--- src/rtl/dbg_trig_pkg.sv ---
package dbg_trig_pkg;
  localparam int DATA_W  = 32;
  localparam int LANES   = DATA_W / 8;
  localparam int LVL_W   = 14;
  localparam int N_LVL   = 2;

  typedef enum logic [1:0] {
    SZ_BYTE = 2'd0,
    SZ_WORD = 2'd1,
    SZ_LONG = 2'd2,
    SZ_NONE = 2'd3
  } acc_size_e;

  typedef enum logic [1:0] {
    ST_IDLE = 2'b00,
    ST_LVL1 = 2'b01,
    ST_LVL2 = 2'b10
  } trig_status_e;

  typedef enum logic [1:0] {
    RSP_TRACE = 2'b00,
    RSP_HALT  = 2'b01,
    RSP_IRQ   = 2'b10,
    RSP_RSVD  = 2'b11
  } trig_resp_e;

  // per-level field layout, MSB first
  typedef struct packed {
    logic       en;
    logic       d_long;
    logic       d_lo_word;
    logic       d_up_word;
    logic [3:0] d_byte;     // [3] = offset 0 (data[31:24])
    logic       d_inv;
    logic       a_out_rng;
    logic       a_in_rng;
    logic       a_lo;
    logic       pc_en;
    logic       pc_inv;
  } lvl_cfg_t;
endpackage

--- src/rtl/dbg_trig_level_match.sv ---
module dbg_trig_level_match
  import dbg_trig_pkg::*;
#(
  parameter int ADDR_W = 32
) (
  input  lvl_cfg_t            cfg_i,
  input  logic                acc_valid_i,
  input  logic [ADDR_W-1:0]   acc_addr_i,
  input  logic [1:0]          acc_size_i,
  input  logic [DATA_W-1:0]   acc_data_i,
  input  logic                pc_valid_i,
  input  logic [ADDR_W-1:0]   pc_i,
  input  logic [ADDR_W-1:0]   brk_addr_lo_i,
  input  logic [ADDR_W-1:0]   brk_addr_hi_i,
  input  logic [DATA_W-1:0]   brk_data_i,
  input  logic [ADDR_W-1:0]   brk_pc_i,
  output logic                hit_o
);
  logic [LANES-1:0] lane_mask, lane_eq;
  logic             addr_en, data_en, in_rng, addr_match, data_match;
  logic             acc_hit, pc_hit;
  logic [1:0]       offs;

  assign offs = acc_addr_i[1:0];

  // lanes numbered from LSB: lane LANES-1 = data[31:24] = offset 0
  always_comb begin
    lane_mask = '0;
    unique case (acc_size_e'(acc_size_i))
      SZ_LONG: if (cfg_i.d_long) lane_mask = '1;
      SZ_WORD: begin
        if (!offs[1] && cfg_i.d_up_word) lane_mask = 4'b1100;
        if ( offs[1] && cfg_i.d_lo_word) lane_mask = 4'b0011;
      end
      SZ_BYTE: if (cfg_i.d_byte[2'd3 - offs]) lane_mask = 4'b1000 >> offs;
      default: lane_mask = '0;
    endcase
  end

  for (genvar l = 0; l < LANES; l++) begin : g_lane
    assign lane_eq[l] = acc_data_i[8*l +: 8] == brk_data_i[8*l +: 8];
  end

  assign data_en    = cfg_i.d_long | cfg_i.d_lo_word | cfg_i.d_up_word | (|cfg_i.d_byte);
  assign data_match = (|lane_mask) & ((&(lane_eq | ~lane_mask)) ^ cfg_i.d_inv);

  assign addr_en    = cfg_i.a_lo | cfg_i.a_in_rng | cfg_i.a_out_rng;
  assign in_rng     = (acc_addr_i >= brk_addr_lo_i) && (acc_addr_i <= brk_addr_hi_i);
  assign addr_match = (cfg_i.a_lo      && acc_addr_i == brk_addr_lo_i) ||
                      (cfg_i.a_in_rng  && in_rng) ||
                      (cfg_i.a_out_rng && !in_rng);

  assign acc_hit = acc_valid_i && (addr_en || data_en) &&
                   (!addr_en || addr_match) && (!data_en || data_match);
  assign pc_hit  = pc_valid_i && cfg_i.pc_en && ((pc_i == brk_pc_i) ^ cfg_i.pc_inv);

  assign hit_o = cfg_i.en && (acc_hit || pc_hit);
endmodule

--- src/rtl/dbg_trig_seq.sv ---
module dbg_trig_seq
  import dbg_trig_pkg::*;
(
  input  logic             clk_i,
  input  logic             rst_ni,
  input  logic             clear_i,
  input  logic [N_LVL-1:0] en_i,
  input  logic [N_LVL-1:0] hit_i,
  input  trig_resp_e       resp_i,
  output trig_status_e     status_o,
  output logic             trig_o,
  output logic             halt_o,
  output logic             irq_o
);
  trig_status_e st_q, st_d;
  logic         fire;

  always_comb begin
    st_d = st_q;
    fire = 1'b0;
    if (clear_i) begin
      st_d = ST_IDLE;
    end else begin
      unique case (st_q)
        ST_IDLE: begin
          if (en_i[0] && hit_i[0]) begin
            st_d = ST_LVL1;
            fire = !en_i[1];
          end else if (!en_i[0] && en_i[1] && hit_i[1]) begin
            st_d = ST_LVL2;
            fire = 1'b1;
          end
        end
        ST_LVL1: if (&en_i && hit_i[1]) begin
          st_d = ST_LVL2;
          fire = 1'b1;
        end
        default: st_d = st_q;
      endcase
    end
  end

  always_ff @(posedge clk_i or negedge rst_ni) begin
    if (!rst_ni) begin
      st_q   <= ST_IDLE;
      trig_o <= 1'b0;
      halt_o <= 1'b0;
      irq_o  <= 1'b0;
    end else begin
      st_q   <= st_d;
      trig_o <= fire;
      halt_o <= fire && resp_i == RSP_HALT;
      irq_o  <= fire && resp_i == RSP_IRQ;
    end
  end

  assign status_o = st_q;
endmodule

--- src/rtl/dbg_trig_unit.sv ---
module dbg_trig_unit
  import dbg_trig_pkg::*;
#(
  parameter int ADDR_W = 32
) (
  input  logic              clk_i,
  input  logic              rst_ni,
  input  logic              reg_we_i,
  input  logic [31:0]       reg_wdata_i,
  output logic [31:0]       reg_rdata_o,
  input  logic              acc_valid_i,
  input  logic [ADDR_W-1:0] acc_addr_i,
  input  logic [1:0]        acc_size_i,
  input  logic [31:0]       acc_data_i,
  input  logic              pc_valid_i,
  input  logic [ADDR_W-1:0] pc_i,
  input  logic [ADDR_W-1:0] brk_addr_lo_i,
  input  logic [ADDR_W-1:0] brk_addr_hi_i,
  input  logic [31:0]       brk_data_i,
  input  logic [ADDR_W-1:0] brk_pc_i,
  output logic [1:0]        status_o,
  output logic              trig_o,
  output logic              halt_o,
  output logic              dbg_irq_o
);
  logic [1:0]       resp_q;
  lvl_cfg_t         cfg_q [N_LVL];
  logic [N_LVL-1:0] hit, en;
  trig_status_e     status;

  always_ff @(posedge clk_i or negedge rst_ni) begin
    if (!rst_ni) begin
      resp_q   <= '0;
      cfg_q[0] <= '0;
      cfg_q[1] <= '0;
    end else if (reg_we_i) begin
      resp_q   <= reg_wdata_i[31:30];
      cfg_q[1] <= reg_wdata_i[29:16];
      cfg_q[0] <= reg_wdata_i[13:0];
    end
  end

  assign reg_rdata_o = {resp_q, cfg_q[1], 2'b00, cfg_q[0]};

  for (genvar g = 0; g < N_LVL; g++) begin : g_lvl
    assign en[g] = cfg_q[g].en;
    dbg_trig_level_match #(.ADDR_W(ADDR_W)) u_match (
      .cfg_i         (cfg_q[g]),
      .acc_valid_i   (acc_valid_i),
      .acc_addr_i    (acc_addr_i),
      .acc_size_i    (acc_size_i),
      .acc_data_i    (acc_data_i),
      .pc_valid_i    (pc_valid_i),
      .pc_i          (pc_i),
      .brk_addr_lo_i (brk_addr_lo_i),
      .brk_addr_hi_i (brk_addr_hi_i),
      .brk_data_i    (brk_data_i),
      .brk_pc_i      (brk_pc_i),
      .hit_o         (hit[g])
    );
  end

  dbg_trig_seq u_seq (
    .clk_i    (clk_i),
    .rst_ni   (rst_ni),
    .clear_i  (reg_we_i),
    .en_i     (en),
    .hit_i    (hit),
    .resp_i   (trig_resp_e'(resp_q)),
    .status_o (status),
    .trig_o   (trig_o),
    .halt_o   (halt_o),
    .irq_o    (dbg_irq_o)
  );

  assign status_o = status;
endmodule

--- config.mk ---
export PLATFORM = sky130hd
export DESIGN_NAME = dbg_trig_unit
export DESIGN_NICKNAME = d
export VERILOG_FILES = /design/src/rtl/dbg_trig_pkg.sv /design/src/rtl/dbg_trig_level_match.sv /design/src/rtl/dbg_trig_seq.sv /design/src/rtl/dbg_trig_unit.sv
export SDC_FILE = /design/constraint.sdc
export NUM_CORES = 1
export LEC_CHECK = 0
export ABC_AREA = 1
export ABC_CLOCK_PERIOD_IN_PS = 1900
export BUFFER_PORTS_ARGS = -buffer_cell sky130_fd_sc_hd__buf_2
export CORE_AREA = 2 2 117 119
export CTS_CLUSTER_DIAMETER = 30
export DETAILED_ROUTE_END_ITERATION = 16
export DIE_AREA = 0 0 119 121
export PLACE_DENSITY = 0.66
export SKIP_LAST_GASP = 1
export SYNTH_ARGS = -nofsm -noshare
export SYNTH_HDL_FRONTEND = slang
export SYNTH_SLANG_ARGS = --single-unit
--- constraint.sdc ---
create_clock -name clk_i -period 1.9 [get_ports clk_i]
set_clock_uncertainty 0.2 [all_clocks]
set_input_delay 0.38 -clock clk_i [delete_from_list [all_inputs] [get_ports clk_i]]
set_output_delay 0.38 -clock clk_i [all_outputs]
set_load 0.02 [all_outputs]
==> results.md, run 1 <==
- For the worst setup path, the data required time is 1.92 ns.
- The startpoint type of the worst setup path is an input pin.
- The clock tree from TritonCTS is done.
- After detailed placement, the total cell area comes to 6360 um^2.
- Hold timing on the final database bottoms out at a slack of 0.0993 ns.
- The path class of the lowest-slack min-delay path is input pin to register.
- For this design the top-level I/O count stands at 300.
- Clock latency on the worst-skew pair, taken at its later pin, is 0.28 ns.
- The capturing element type of the critical path is a register.
- The HPWL reported at the end of detailed placement is 13000 um.
- The number of fillers in the final layout is 1275.
- At the worst endpoint, the arrival time is 2.33 ns.
- Derived from the worst setup path, the maximum achievable clock frequency is 433 MHz.
- The total global routing overflow is 0.
- The detailed router finished its first iteration with 186 violations.
- After layout, the minimum clock period comes to 2.31 ns.
- Of the available clock period, the critical path in the final layout requires 1.22.
- The maximum number of pins on one net before global-route repair is 26.
- Of the total synthesized cell area, the portion taken by full adders, half adders and majority gates is 0.181.
- The synthesized design contains 35 register bits.
- Before antenna repair, the detailed router went through 4 iterations.
- The number of non-filler instances in the completed layout is 1202.
- The largest total area in the synthesized netlist belongs to sky130_fd_sc_hd__dfrtp_1.
- In the global route stage, overall resource usage came out at 0.205.
- The total of warnings raised by yosys is 0.
- Counting instances, the worst hold path has a depth of 3.
- The initial antenna violation count is 2.
- The post-synthesis cell area is 4430 um^2.
- Setup repair after global routing could not meet its margin everywhere.
- The worst hold path endpoint is reg_rdata_o[10].
- The detail-routed via count per cell is 4.52.
- In this run the most critical hold path is launched from reg_wdata_i[10].
- The final layout contains 1350 nets.
- The xor and xnor fraction of the mapped netlist area is 0.0830.
- The final-report setup violation count is 5.
- Once detail routing completed, the nets flagged for antenna violations numbered 0.
- The sequential-to-total area share from yosys stat is 0.198.
- The simple logic cell fraction of the synthesized area is 0.309.
- In this run the mean area of a mapped cell was 6.36 um^2.
- The area of the die is 14400 um^2.
- After clock tree synthesis, the clock-pin slew on the worst setup and hold paths is 0.05 ns.
- Summed over all cells, the static leakage comes to 4.07 nW.
- The effective utilization at floorplan is 0.339.
- The average wire length per cell after detail routing is 13.0 um.
- The total via count in the routed design is 5437.
- The total count of hold-check failures in the final report is 0.
- The clock root buffer master is sky130_fd_sc_hd__clkbuf_16.
- The largest buffer count on any clock path is 2.
- The kind of critical path is input pin to register.
- The number of buffers added on ports is 295.
- Max-cap violations in this run came to 0.
- The worst-margin pin slew is 0.580 ns.
- The global-route wire length before repair is 23900 um.
- By area the synthesized netlist is led by sky130_fd_sc_hd__dfrtp_1 (20%), sky130_fd_sc_hd__ha_1 (18%), sky130_fd_sc_hd__nand2_1 (17%).
- The core box area is 13100 um^2.
- Once routing completed, OpenROAD measured the worst setup slack at -0.412 ns.
- Of the post-synthesis cell area, the dominant cell type holds 0.198.
- The compound-cell area share of the yosys netlist is 0.104.
- Of all nets on the critical path, the largest fanout is 3.
- The checks that failed: negative setup slack.
- The H-tree was split into 2 levels.
- The run finished, with violations left.
- The portion of synthesized area spent on multiplexers is 0.
- The cell count after synthesis came out at 697.
- The placer congestion estimate is 0.848.
- The number of global-route vias before repair was 5313.
- The unique cell type count in the Yosys netlist is 27.
- The clock sink total is 35.
- The startpoint of the worst register-to-register path is reg_rdata_o[28].
- The completed layout was analyzed and its total power is 3.16 mW.
- The TritonCTS buffer count is 5.
- Compared with the post-synthesis result, the final layout area differs by 64.0%.
- IR analysis of the VDD net gives a maximum drop of 0.329 mV.
- The fraction of layout cells with a size suffix above 1 is 0.445.
- Headroom to the max-slew limit came out at 0.613.
- The final-report max-slew violation count is 0.
- The dominant combinational cell family by area after synthesis is simple AND/OR/NAND/NOR gates.
- The worst register-to-register path has a depth of 13.
- In this run, placement finished with an instance count of 1185.
- Prior to clock tree synthesis, the placed netlist has a worst setup slack of -0.802 ns.
- The total DRC errors in the routed layout is 0.
- Measured along the y axis, the die boundary spans 121 um.
- The final cell area excluding filler cells is 7270 um^2.
- The endpoint of the most critical register-to-register path is u_seq.status_o[1].
- Leaving out fill and tap cells, the most frequent cells in the layout are sky130_fd_sc_hd__buf_2 (270), sky130_fd_sc_hd__nand2_1 (175), sky130_fd_sc_hd__inv_1 (112).
- The floorplan has 42 rows.
- The total power density per cell area is 435 nW/um^2.
- The width of the die is 119 um.
- For this block, the routed nets add up to 15600 um of wire.
- The most common library cell in the layout ignoring fill and taps is sky130_fd_sc_hd__buf_2.
- The slack of the worst reg-to-reg path is -0.25 ns.
[synth_stat cells]
| cell type | count |
|---|---|
| sky130_fd_sc_hd__a21oi_1 | 38 |
| sky130_fd_sc_hd__a21oi_2 | 2 |
| sky130_fd_sc_hd__buf_4 | 2 |
| sky130_fd_sc_hd__clkbuf_1 | 7 |
| sky130_fd_sc_hd__conb_1 | 1 |
| sky130_fd_sc_hd__dfrtp_1 | 35 |
| sky130_fd_sc_hd__ha_1 | 64 |
| sky130_fd_sc_hd__inv_1 | 135 |
| sky130_fd_sc_hd__inv_2 | 1 |
| sky130_fd_sc_hd__nand2_1 | 198 |
| sky130_fd_sc_hd__nand2_2 | 3 |
| sky130_fd_sc_hd__nand3_1 | 42 |
| sky130_fd_sc_hd__nand3_2 | 1 |
| sky130_fd_sc_hd__nand3b_1 | 2 |
| sky130_fd_sc_hd__nand4_1 | 11 |
| sky130_fd_sc_hd__nor2_1 | 43 |
| sky130_fd_sc_hd__nor2_2 | 3 |
| sky130_fd_sc_hd__nor3_1 | 6 |
| sky130_fd_sc_hd__nor4_1 | 3 |
| sky130_fd_sc_hd__nor4_2 | 1 |
| sky130_fd_sc_hd__o211ai_1 | 4 |
| sky130_fd_sc_hd__o21a_1 | 4 |
| sky130_fd_sc_hd__o21ai_0 | 39 |
| sky130_fd_sc_hd__or2_1 | 1 |
| sky130_fd_sc_hd__or2_2 | 9 |
| sky130_fd_sc_hd__xnor2_1 | 33 |
| sky130_fd_sc_hd__xor2_1 | 9 |
[critical path: stages]
cell and delay, ns:
sky130_fd_sc_hd__buf_8 0.09, sky130_fd_sc_hd__inv_12 0.03, sky130_fd_sc_hd__ha_4 0.25, sky130_fd_sc_hd__nand2_2 0.04, sky130_fd_sc_hd__inv_2 0.06, sky130_fd_sc_hd__nand3_2 0.05
sky130_fd_sc_hd__or2_1 0.25, sky130_fd_sc_hd__nor2_2 0.14, sky130_fd_sc_hd__nand2_2 0.09, sky130_fd_sc_hd__nand2_2 0.06, sky130_fd_sc_hd__nor2_2 0.03, sky130_fd_sc_hd__nand2_2 0.10
sky130_fd_sc_hd__nand3_2 0.08, sky130_fd_sc_hd__nand3_2 0.08, sky130_fd_sc_hd__nand2_2 0.05, sky130_fd_sc_hd__nand2_2 0.08, sky130_fd_sc_hd__nand3_2 0.09, sky130_fd_sc_hd__a21oi_2 0.22
sky130_fd_sc_hd__nand3_2 0.09, sky130_fd_sc_hd__nand2_2 0.06
[metrics by stage]
| step | setup TNS, ns | util |
|---|---|---|
| 3_3_place_gp | -3.62 | 0.486 |
| 4_1_cts | -1.74 | 0.543 |
| 6_report | -1.98 | 0.555 |
| 5_1_grt | -2.83 | 0.555 |
| 3_5_place_dp | -3.95 | 0.486 |
| 2_1_floorplan | -1.85 | - |
[registers in the layout, indices dropped and copies added (netlist names)]
register	count
u_seq.irq_o	1
u_seq.trig_o	1
u_seq.status_o	2
reg_rdata_o	28
resp_q	2
u_seq.halt_o	1
[worst max-delay path by stage]
| stage | startpoint | cells after the start | slack [ns] | endpoint |
|---|---|---|---|---|
| 2_1_floorplan | brk_addr_lo_i[27] | 20 | -0.38 | u_seq.halt_o |
| 3_3_place_gp | acc_addr_i[15] | 19 | -0.73 | u_seq.irq_o |
| 3_5_place_dp | brk_addr_lo_i[27] | 21 | -0.80 | u_seq.status_o[1] |
| 4_1_cts | acc_addr_i[29] | 18 | -0.36 | u_seq.status_o[1] |
| 5_1_grt | brk_addr_lo_i[27] | 21 | -0.59 | u_seq.status_o[1] |
| 6_report | brk_addr_lo_i[27] | 20 | -0.41 | u_seq.status_o[1] |
[report_power, final]
part / internal, mW / switching [mW]
combinational: 0.715 / 0.779
clock: 0.482 / 0.318
sequential: 0.810 / 0.0558
[metal layers]
| metal | GRT usage | share of wire | up-vias |
|---|---|---|---|
| met5 | 0 | 0 | - |
| met4 | 0.0551 | 0.021 | 0 |
| met3 | 0.0320 | 0.066 | 23 |
| met2 | 0.419 | 0.54 | 218 |
| met1 | 0.214 | 0.38 | 2352 |
| li1 | - | - | 2844 |
[logic make-up (layout without fill, tap and decap cells)]
family | after synthesis | in the layout
and+or+nand+nor | 323 | 323
adders and majority gates | 64 | 64
xor gates and xnor gates | 42 | 42
AOI/OAI and AO/OA | 87 | 87
DFF | 35 | 35
buffers and inverters | 145 | 471
other | 1 | 4
[what timing repair did]
action,in CTS,in global routing
setup buffers,5,1
hold buffers,1,0
gates resized for setup,112,35
endpoints found under the hold margin,23,0
pin swaps,56,29
endpoints found under the setup margin,5,5
[layout make-up]
class	count	area [um^2]	area share
flip-flops and latches	35	876	0.121
inverters	136	531	0.0730
diodes	2	5.00	0.000689
multi-input cells	518	3600	0.495
well taps	176	220	0.0303
clock buffers	5	125	0.0172
repair buffers	327	1890	0.260
clock inverters	3	20.0	0.00275
(Power assumes the default switching activity.)
==> run 2, diff against run 1 <==
Settings changed: ABC_CLOCK_PERIOD_IN_PS 1900 to default, CORE_AREA 2 2 117 119 to 2 2 118 120, DIE_AREA 0 0 119 121 to 0 0 120 122, PLACE_DENSITY 0.66 to 0.62, RECOVER_POWER from default to 25.
Clock period 1.9 ns to 2.5 ns, I/O delays scaled along.
==> run 2 against run 1 <==
  * The run now ends clean
  * Worst hold slack better by 0.051 ns
  * Core utilization decreased by 4.3 points
  * Via count is 3.7% lower
  * Power is 25% lower
  * Count of clock-buffer cells in the layout up 3
  * Critical path depth decreased by 1
==> results.md, run 2 (synthesis results as in run 1) <==
- The routed wire length came to 14200 um (was 15600 um).
- The tightest slew margin relative to the limit came to 0.385 (was 0.613).
- Outcome: complete, no violations (was finished with violations).
- The final-report max-slew violation count came to 0 (unchanged).
- The net count of the finished layout is 1330 (was 1350).
- The detail-routed via count per cell was 4.41 (was 4.52).
- The clock transition at the registers of the reported paths is 0.06 ns (was 0.05 ns).
- The post-route antenna net violation count is 0 (unchanged).
- The largest buffer count on any clock path is 2 (unchanged).
- Worst path cell trace: buf_2 > inv_1 > ha_1 > nand4_1 > or2_4 > nor2_4 > nand2_2 > nand2_2 > nor2_2 > nand2_2 > nand2_2 > nand2_2 > nand3_2 > nand2_2 > nand2_4 > nand3_4 > nand3_4 > nand3_2 > nand2_1 (was buf_8 > inv_12 > ha_4 > nand2_2 > inv_2 > nand3_2 > or2_1 > nor2_2 > nand2_2 > nand2_2 > nor2_2 > nand2_2 > nand3_2 > nand3_2 > nand2_2 > nand2_2 > nand3_2 > a21oi_2 > nand3_2 > nand2_2).
- The total via count in the routed design is 5236 (was 5437).
- The total negative slack was 0 ns (was -1.98 ns).
- The fraction of layout cells with a size suffix above 1 is 0.411 (was 0.445).
- The total power density per cell area is 341 nW/um^2 (was 435 nW/um^2).
- The die outline height is 122 um (was 121 um).
- The clock tree from TritonCTS is done (unchanged).
- The worst-margin pin slew is 0.922 ns (was 0.580 ns).
- The clock latency on the worst-skew pair is 0.28 ns (about the same).
- Static timing analysis puts the maximum clock frequency at 408 MHz.
- The H-tree depth reported by CTS came to 2 (unchanged).
- The most used cell along the critical path is sky130_fd_sc_hd__nand2_2 (unchanged).
- The area used by sequential logic in the layout is 876 um^2 (unchanged).
- The placer congestion estimate came to 0.827 (was 0.848).
- The kind of critical path is input pin to register (unchanged).
- The clock root buffer master is sky130_fd_sc_hd__clkbuf_16 (unchanged).
- The row count is 43 (was 42).
- The number of buffers and inverters on the critical path is 2 (was 3).
- The leakage component of the power is 3.97 nW (was 4.07 nW).
- The capturing element type of the critical path is a register (unchanged).
- The HPWL reported at the end of detailed placement came to 12200 um (was 13000 um).
- Commonest cells after routing, fill and taps aside: sky130_fd_sc_hd__buf_2 (279), sky130_fd_sc_hd__nand2_1 (176), sky130_fd_sc_hd__inv_1 (120) (was sky130_fd_sc_hd__buf_2 (270), sky130_fd_sc_hd__nand2_1 (175), sky130_fd_sc_hd__inv_1 (112)).
- The flip-flop count of the largest register after layout was 28 (unchanged).
- The core box area came to 13500 um^2 (was 13100 um^2).
- The total DRC errors in the routed layout is 0 (unchanged).
- The maximum single-stage delay on the critical path is 0.29 ns (was 0.25 ns).
- The global-route wire length before repair is 21800 um (was 23900 um).
- The maximum number of pins on one net before global-route repair is 36 (was 26).
- The TritonCTS buffer count came to 5 (unchanged).
- The worst supply voltage drop on vdd was 0.441 mV (was 0.329 mV).
- The area growth from synthesis to layout is 56.2% (was 64.0%).
- The number of DRC markers in iteration 0 came to 143 (was 186).
- The width of the die came to 120 um (was 119 um).
- The I/O pin count was 300 (unchanged).
- The number of global-route vias before repair is 4951 (was 5313).
- The path class of the lowest-slack min-delay path is input pin to asynchronous set/reset pin (was input pin to register).
- The final cycle utilization of the critical path is 0.980.
- The required arrival time at the worst endpoint is 2.47 ns (was 1.92 ns).
- The total routing usage reported by global routing is 0.182 (was 0.205).
- The clock sink total is 35 (unchanged).
- The initial antenna violation count came to 4 (was 2).
- The most common library cell in the layout ignoring fill and taps is sky130_fd_sc_hd__buf_2 (unchanged).
- The worst endpoint data arrival time is 2.42 ns (was 2.33 ns).
- The average wire length per cell after detail routing is 12.0 um (was 13.0 um).
- The area of the multi-input gates is 3490 um^2 (was 3600 um^2).
- The number of iterations in the first detailed-routing pass is 4 (unchanged).
- The total global routing overflow is 0 (unchanged).
- The number of buffers added on ports was 295 (unchanged).
- The startpoint type of the worst setup path is an input pin (unchanged).
- The worst hold margin is 0.150 ns (was 0.0993 ns).
- The shortest period the worst path allows is 2.45 ns.
- The critical path's top delay family was simple AND/OR/NAND/NOR gates (unchanged).
- The area of the die came to 14600 um^2 (was 14400 um^2).
- The largest fanout on the critical path was 3 (unchanged).
- The effective utilization at floorplan is 0.328 (was 0.339).
- The max-capacitance violation count is 0 (unchanged).
- The total count of hold-check failures in the final report was 0 (unchanged).
- The number of fillers in the final layout is 1415 (was 1275).
- The cell with the largest stage delay on the worst path is sky130_fd_sc_hd__ha_1 (was sky130_fd_sc_hd__ha_4).
- RSZ-0062 raised after global routing: yes (unchanged).
- The final-report setup violation count came to 0 (was 5).
- The overall power was 2.36 mW (was 3.16 mW).
-- run 2: cell count changes in the layout (fill, tap and decap cells not counted), sizes merged --
cell         previous run  this run
buf                   326       306
clkbuf                  5         9
clkinvlp                2         0
clkinv                  1         0
dlygate4sd3             1         0
-- run 2: worst paths after layout --
check,startpoint,to,slack (ns),depth (start not counted)
min,rst_ni,reg_rdata_o[9],0.15,1
min in group clk_i,reg_wdata_i[12],reg_rdata_o[12],0.22,3
min reg2reg,reg_rdata_o[17],reg_rdata_o[17],0.32,2
max reg2reg,reg_rdata_o[12],u_seq.halt_o,0.34,13
max in group asynchronous,rst_ni,reg_rdata_o[20],1.38,1
max,brk_addr_lo_i[29],u_seq.status_o[1],0.05,19
-- run 2: stage by stage --
stage          instances  cell area [um^2]  utilization  setup slack [ns]
3_5_place_dp        1175              6180        0.458            -0.336
2_1_floorplan        698              4440            -            0.0867
3_3_place_gp        1175              6180        0.458            -0.318
5_1_grt             1185              6920        0.512            -0.115
6_report            1186              6920        0.513            0.0512
4_1_cts             1183              6430        0.476           0.00302
-- run 2: routing by layer --
| layer | vias up | wire (um) | GRT usage |
|---|---|---|---|
| met3 | 22 | 1060 | 0.0412 |
| met1 | 2215 | 6010 | 0.225 |
| li1 | 2813 | - | - |
| met4 | 4 | 177 | 0.0338 |
| met5 | - | 28 | 0 |
| met2 | 182 | 6910 | 0.327 |
-- run 2: worst reg2reg max path, stage by stage, from the launching register on --
cell and delay [ns]:
sky130_fd_sc_hd__dfrtp_1 0.41, sky130_fd_sc_hd__nand3_1 0.17, sky130_fd_sc_hd__nand3_1 0.14, sky130_fd_sc_hd__nand2_1 0.09, sky130_fd_sc_hd__nand2_1 0.06, sky130_fd_sc_hd__o21ai_0 0.15
sky130_fd_sc_hd__nand3b_1 0.11, sky130_fd_sc_hd__a21oi_1 0.18, sky130_fd_sc_hd__nand2_2 0.10, sky130_fd_sc_hd__nand2_4 0.09, sky130_fd_sc_hd__nand2_4 0.07, sky130_fd_sc_hd__nand2_4 0.09
sky130_fd_sc_hd__nand3_4 0.08, sky130_fd_sc_hd__a21oi_1 0.14
-- run 2: report_power, final --
part,switching (mW),internal [mW]
logic,0.549,0.485
registers,0.0530,0.616
clock network,0.236,0.424
-- run 2: area by class of cell --
type	count	share of cell area
clock buffers	8	0.0226
well taps	180	0.0325
inverters	136	0.0745
diodes	2	0.000723
flip-flops and latches	35	0.127
multi-input cells	518	0.504
repair buffers	307	0.239
-- run 2: repair_timing --
item / CTS / global route
gates resized for setup: 21 / 101
endpoints found under the setup margin: 4 / 5
pin swaps: 17 / 49
setup buffers: 0 / 1
hold buffers: 0 / 0
